$ cat config.mk
export PLATFORM = sky130hd
export DESIGN_NAME = dsss_despreader
export DESIGN_NICKNAME = d
export VERILOG_FILES = /design/src/rtl/dsss_despreader.sv
export SDC_FILE = /design/constraint.sdc
export NUM_CORES = 1
export LEC_CHECK = 0
export ABC_AREA = 1
export BUFFER_PORTS_ARGS = -buffer_cell sky130_fd_sc_hd__buf_2
export CAP_MARGIN = 30
export CORE_UTILIZATION = 40
export DETAILED_ROUTE_END_ITERATION = 16
export GPL_TIMING_DRIVEN = 0
export PLACE_DENSITY = 0.7
export SETUP_SLACK_MARGIN = 0.02
export SLEW_MARGIN = 10
export SYNTH_ARGS = -nofsm -noshare
export SYNTH_HDL_FRONTEND = slang
export SYNTH_SLANG_ARGS = --single-unit
$ cat constraint.sdc
create_clock -name clk -period 6.3 [get_ports clk]
set_clock_uncertainty 0.05 [all_clocks]
set_input_delay 0.315 -clock clk [delete_from_list [all_inputs] [get_ports clk]]
set_output_delay 0.315 -clock clk [all_outputs]
set_load 0.05 [all_outputs]
$ cat src/rtl/dsss_despreader.sv
module dsss_despreader #(
  parameter int CW = 4
) (
  input  logic          clk,
  input  logic          rst_n,
  input  logic [1:0]    sf_sel,
  input  logic          chip_in,
  input  logic          chip_vld,
  input  logic          chip_first,
  output logic          bit_out,
  output logic          bit_vld,
  output logic          bit_tie,
  output logic [CW-1:0] margin,
  output logic          grp_err
);

  logic [2:0]    idx;
  logic [1:0]    sf_g;
  logic [CW-1:0] acc;

  wire           start  = chip_first || (idx == 3'd0);
  wire [1:0]     sf_cur = start ? sf_sel : sf_g;
  wire [CW-1:0]  len    = CW'(1) << sf_cur;
  wire [2:0]     pos    = start ? 3'd0 : idx;
  wire           ref1   = sf_cur[1] ? pos[1] : 1'b1;
  wire [CW-1:0]  a1     = (start ? CW'(0) : acc) + CW'(chip_in == ref1);
  wire [CW-1:0]  a0     = len - a1;
  wire           last   = (CW'(pos) + CW'(1)) == len;

  always_ff @(posedge clk) begin
    if (!rst_n) begin
      idx <= '0; sf_g <= '0; acc <= '0;
      bit_out <= 1'b0; bit_vld <= 1'b0; bit_tie <= 1'b0;
      margin <= '0; grp_err <= 1'b0;
    end else begin
      bit_vld <= 1'b0;
      grp_err <= 1'b0;
      if (chip_vld) begin
        grp_err <= chip_first && (idx != 3'd0);
        if (last) begin
          idx     <= '0;
          bit_vld <= 1'b1;
          bit_out <= a1 > a0;
          bit_tie <= a1 == a0;
          margin  <= (a1 > a0) ? a1 - a0 : a0 - a1;
        end else begin
          idx  <= pos + 3'd1;
          acc  <= a1;
          sf_g <= sf_cur;
        end
      end
    end
  end

  AST_TIE_IS_ZERO: assert property (@(posedge clk) disable iff (!rst_n)
    bit_vld && bit_tie |-> !bit_out && margin == '0);
  AST_MARGIN_NONZERO: assert property (@(posedge clk) disable iff (!rst_n)
    bit_vld && !bit_tie |-> margin != '0 && margin <= CW'(8));
  AST_NO_CHIP_NO_BIT: assert property (@(posedge clk) disable iff (!rst_n)
    !chip_vld |=> !bit_vld && !grp_err);
  AST_ERR_NEEDS_FIRST: assert property (@(posedge clk) disable iff (!rst_n)
    !(chip_vld && chip_first) |=> !grp_err);
  AST_IDX_IN_GROUP: assert property (@(posedge clk) disable iff (!rst_n)
    idx != 3'd0 |-> CW'(idx) < (CW'(1) << sf_g));

endmodule

-- After elaboration in Yosys (flattened, before gate mapping)
Cells that the tools add are included.
W data, S select, Z words.
- $add $sub $neg: 6
- magnitude comparators: 1
- equal/unequal tests: 3
- shift-type cells: 1
- multiplexer cells: 7
- bitwise logic cells: 1
- reduce and logical (&&, ||, !) cells: 7
- operator list (kind ; number):
    $sub A4 B4 Y4 ; 3
    $eq A4 B4 Y1 ; 2
    $mux W4 ; 2
    $mux W3 ; 2
    $reduce_and A2 Y1 ; 3
    $add A3 B1 Y4 const B ; 1
    $add A4 B1 Y4 ; 1
    $gt A4 B4 Y1 ; 1
    $shl A1 B2 Y4 const A ; 1
    $add A3 B1 Y3 const B ; 1
    $logic_not A3 Y1 ; 1
    $reduce_bool A3 Y1 ; 1
    $mux W1 ; 2
    $mux W2 ; 1
    $eq A1 B1 Y1 ; 1
    $logic_and A1 B1 Y1 ; 1
    $logic_or A1 B1 Y1 ; 1
    $not A1 Y1 ; 1
- bits in registers: 17
- bits of input ports: 7
- output and inout port bits: 8
- logic and storage cells: 34

-- Logic depth before layout (Yosys ltp)
- depth in word-level cells: 9
- depth in mapped cells: 28
- depth with buffers taken out: 28

-- Least setup slack after synthesis
OpenSTA, ideal clock, no wires.
- kind: reg-to-reg
- start: register idx[0]
- end: register margin[2]
- library setup time: 0.132 ns
- data arrival time: 3.443 ns
- data required time: 6.118 ns
- setup slack: 2.675 ns
- stages on the path, launching flop included: 24
- path buffers: 0
- clock period less this slack: 3.625 ns
- path through: dfxtp_1 nor2_2 nand2_4 nand2_8 nand2_4 nand2_8 nor2_1 xor2_1 ha_1 ha_1 inv_1 ha_1 nand2_1 o21ai_0 xnor2_1 xor2_1 ha_1 inv_1 nor2_1 nand4_1 nand3_1 nand2_1 nand3_1 a21oi_1
- longest elaborated chain between the ends: 9
- elaborated cells between the ends (all ways): 17
- classes of those cells: 5 x add/sub; 1 x order compare; 2 x eq/ne; 1 x shift; 5 x mux; 3 x reduce/logical
- RTL lines (element ; line ; source):
    start, declared ; 17 ; logic [2:0] idx;
    start signal, assigned ; 47 ; idx <= pos + 3'd1;
    $logic_not A3 Y1 (*) ; 21 ; wire start = chip_first || (idx == 3'd0);
    $logic_or A1 B1 Y1 (*) ; 21 ;
    $mux W3 or $mux W2 (tied branches) ; 24, 22 ;
    $mux W1 ; 25 ; wire ref1 = sf_cur[1] ? pos[1] : 1'b1;
    $eq A1 B1 Y1 ; 26 ; wire [CW-1:0] a1 = (start ? CW'(0) : acc) + CW'(chip_in == ref1);
    $add A4 B1 Y4 (*) ; 26 ;
    via a1[1] ; 26 ;
    $sub A4 B4 Y4 ; 27 ; wire [CW-1:0] a0 = len - a1;
    $sub A4 B4 Y4 or $gt A4 B4 Y1 (tied branches) ; 45 ; margin <= (a1 > a0) ? a1 - a0 : a0 - a1;
    $mux W4 (*) ; 45 ;
    end signal, assigned ; 45 ;
    end, declared ; 13 ; output logic [CW-1:0] margin,
Mark *: on every way through the listed nets, which the timed path passes. The rest lies on a longest branch.
A chain may end at the register's enable or synchronous reset.

-- Worst setup path in the final report
- start: register idx[0]
- end: register margin[3]
- longest elaborated chain between the ends: 9
- elaborated cells between the ends (all ways): 17
- classes of those cells: 5 x add/sub; 1 x order compare; 2 x eq/ne; 1 x shift; 5 x mux; 3 x reduce/logical
- RTL lines (element ; line):
    $logic_not A3 Y1 ; 21
    $logic_or A1 B1 Y1 ; 21
    $mux W3 or $mux W2 (tied branches) ; 24, 22
    $mux W1 ; 25
    $eq A1 B1 Y1 ; 26
    $add A4 B1 Y4 ; 26
    $sub A4 B4 Y4 ; 27
    $sub A4 B4 Y4 or $gt A4 B4 Y1 (tied branches) ; 45
    $mux W4 ; 45
Parallel ways exist; a longest one is shown, timed or not.

==> load_flow_metrics.sql <==
INSERT INTO impl_metrics (metric_group, metric, value, unit) VALUES
('timing', 'fmaxAchievable', '244', 'MHz'),
('power', 'share_seq_of_total_power', '30.9', '%'),
('floorplan', 'die_width', '63.1', 'um'),
('setup_path', 'critPathSlowestCell', 'sky130_fd_sc_hd__dfxtp_1', ''),
('timing', 'drv_slew', '0', ''),
('clocking', 'cts-resized-gates', '0', ''),
('layout', 'antenna_diode_count', '0', ''),
('min_path', 'min_from', 'chip_first', ''),
('routing', 'drt_wl_total', '2950', 'um'),
('synthesis', 'synth.top_cells.by_area', 'sky130_fd_sc_hd__dfxtp_1 (23%), sky130_fd_sc_hd__nand2_1 (11%), sky130_fd_sc_hd__ha_1 (9.2%)', ''),
('power', 'cell_internal_pwr', '0.000223', 'W'),
('grt', 'grt_pass1_wl', '5490', 'um'),
('synthesis', 'synth.lib_cells_used.distinct', '28', ''),
('clocking', 'cts_tree', 'done', ''),
('routing', 'drt_pre_antenna_iters', '5', ''),
('grt', 'grt_antenna_before_repair', '0', ''),
('synthesis', 'synthesis.yosys.warnings', '0', ''),
('setup_path', 'most_numerous_cell_on_the_critical_path', 'sky130_fd_sc_hd__ha_1', ''),
('setup_path', 'worst-path-max-fanout', '9', ''),
('timing', 'final_number_of_hold_violating_endpoints', '0', ''),
('grt', 'vias_in_the_first_global_route', '1260', ''),
('place', 'place_congestion', '0.845', ''),
('power', 'clock_power_share', '22.2', '%'),
('power', 'static-leakage-power', '0.803', 'nW'),
('place', 'io_buffers', '14', ''),
('synthesis', 'total_standard_cell_area_after_synthesis', '1500', 'sq um'),
('setup_path', 'largest_incremental_delay_on_the_critical_path', '380', 'ps'),
('routing', 'detailedRoute.firstIterationViolations', '77', ''),
('clocking', 'clock_latency', '260', 'ps'),
('power', 'power.switching', '0.000159', 'W'),
('timing', 'timing_worst_slew_pin_value', '409', 'ps'),
('clocking', 'hold_buffers', '0', ''),
('setup_path', 'worst_flop_to_flop_path_startpoint', 'idx[0]', ''),
('layout', 'final_layout_size_suffix_gt1_share', '22.1', '%'),
('timing', 'post-route-period-util', '64.9', '%'),
('clocking', 'cts.htree.levels', '1', ''),
('floorplan', 'floorplan.initialDensity', '43.1', '%'),
('routing', 'via_per_inst', '4.92', ''),
('power', 'power-per-cell-area', '229', 'nW/um^2'),
('layout', 'final.fill_count', '365', ''),
('routing', 'wire_per_inst', '10.8', 'um'),
('layout', 'final_cell_mix', 'sky130_fd_sc_hd__nand2_1 (43), sky130_fd_sc_hd__inv_1 (28), sky130_fd_sc_hd__dfxtp_1 (17), sky130_fd_sc_hd__nand3_1 (16)', ''),
('power', 'report.power.total', '0.000382', 'W'),
('power', 'swShare', '41.5', '%'),
('flow_run', 'max_cap_viol_count', '0', ''),
('outcome', 'status', 'completed', ''),
('clocking', 'cts_max_path_buffers', '2', ''),
('setup_path', 'timing.reg2reg.setup_slack', '2210', 'ps'),
('routing', 'num_vias', '1339', ''),
('setup_path', 'worst-path-buf-inv', '3', ''),
('clocking', 'cts_post_setup_buffers_inserted', '0', ''),
('setup_path', 'kind_of_start_point_of_the_critical_path', 'flop', ''),
('timing', 'relSlewSlack', '72.7', '%'),
('clocking', 'cts_sinks', '17', ''),
('timing', 'fin_tns_setup', '0', 'ps'),
('timing', 'rsz0062_at_grt', 'no', ''),
('power', 'power_frac_comb', '46.9', '%'),
('floorplan', 'design.die.area', '3990', 'sq um'),
('synthesis', 'postSynthRegisterBits', '17', ''),
('clocking', 'cts_buffers', '3', ''),
('setup_path', 'ff2ff_path_depth', '26', ''),
('synthesis', 'synth.net_count', '229', ''),
('min_path', 'hold-path-endpoint', 'grp_err', ''),
('setup_path', 'cpLargestDelayFamily', 'simple AND/OR/NAND/NOR gates', ''),
('floorplan', 'io_pins', '15', ''),
('setup_path', 'critical_path_data_required_time', '6460', 'ps'),
('timing', 'period_minus_slack', '4090', 'ps'),
('synthesis', 'syn-mean-instance-area', '7.19', 'sq um'),
('floorplan', 'coreArea', '3470', 'sq um'),
('clocking', 'cts_root_buffer', 'sky130_fd_sc_hd__clkbuf_8', ''),
('floorplan', 'chipHeight', '63.1', 'um');
-- how the worst max path moves through the flow --
stage                start   endpoint  slack (ps)  depth (start not counted)
floorplan           idx[0]  margin[2]        2680                         23
detailed placement  idx[0]  margin[3]        2190                         26
CTS                 idx[0]  margin[3]        2170                         26
global route        idx[2]  margin[3]        1740                         27
finish              idx[0]  margin[3]        2210                         26
global placement    idx[0]  margin[3]        2240                         24
-- stage by stage --
| step | hold slack [ps] | utilization [%] | worst slack (ps) | instances |
|---|---|---|---|---|
| after global routing | 324 | 48.1 | 1740 | 272 |
| after floorplan | 380 | - | 2680 | 208 |
| after CTS | 296 | 48.1 | 2170 | 272 |
| final | 298 | 48.1 | 2210 | 272 |
| after detailed placement | 396 | 46.8 | 2190 | 268 |
| after global placement | 390 | 46.8 | 2240 | 268 |
-- flip-flops by register name, summed over array words and instances, names as in the netlist --
register  cells
acc           4
margin        4
idx           3
sf_g          2
bit_out       1
bit_tie       1
bit_vld       1
grp_err       1
-- synthesized netlist by cell type (all sizes together) --
master,instances
a21oi,14
buf,1
clkbuf,1
dfxtp,17
fa,3
ha,11
inv,32
nand2,62
nand3,19
nand3b,3
nand4,6
nor2,17
nor3,2
o21ai,11
or2,1
xnor2,5
xor2,3
-- power by group through the flow --
stage                     combinational [W]  clock (W)  sequential, W
after floorplan                    0.000136          0       0.000129
after global placement             0.000176          0       0.000120
after detailed placement           0.000179          0       0.000121
after CTS                          0.000180  0.0000887       0.000118
after global routing               0.000208  0.0000908       0.000119
final                              0.000179  0.0000847       0.000118
-- worst reg2reg max path: cells and delay by family, from the launching register on --
kind                       cells  cell delay, ps
AOI/OAI and AO/OA              2             290
and+or+nand+nor               14            1580
adders and majority gates      4            1050
xor gates and xnor gates       3             490
DFF                            1             380
buffers and inverters          3             200
-- cell type report --
class                   instances  area, sq um  area share, %
plain buffers                   2         15.0          0.900
inverters                      32          123           7.35
multi-input cells             157         1020           60.9
flip-flops and latches         17          340           20.4
well taps                      46         57.6           3.45
clock inverters                 1         5.00          0.300
clock buffers                   3         41.3           2.47
repair buffers                 14         70.1           4.20
-- kinds of logic (layout without fill, tap and decap cells) --
family | Yosys count | in the layout | synth area share [%]
buffers and inverters | 34 | 52 | 9.20
xor gates and xnor gates | 8 | 8 | 4.69
DFF | 17 | 17 | 22.8
and+or+nand+nor | 110 | 110 | 41.8
adders and majority gates | 14 | 14 | 13.2
AOI/OAI and AO/OA | 25 | 25 | 8.37
-- routing by layer --
layer,GRT usage (%),routed length [um],up-vias
met3,1.63,104,5
met1,22.8,1450,601
met4,8.14,62,0
met2,28.5,1330,33
met5,0,0,-
li1,-,-,700
Note: power is estimated with default switching activity, not from simulation.
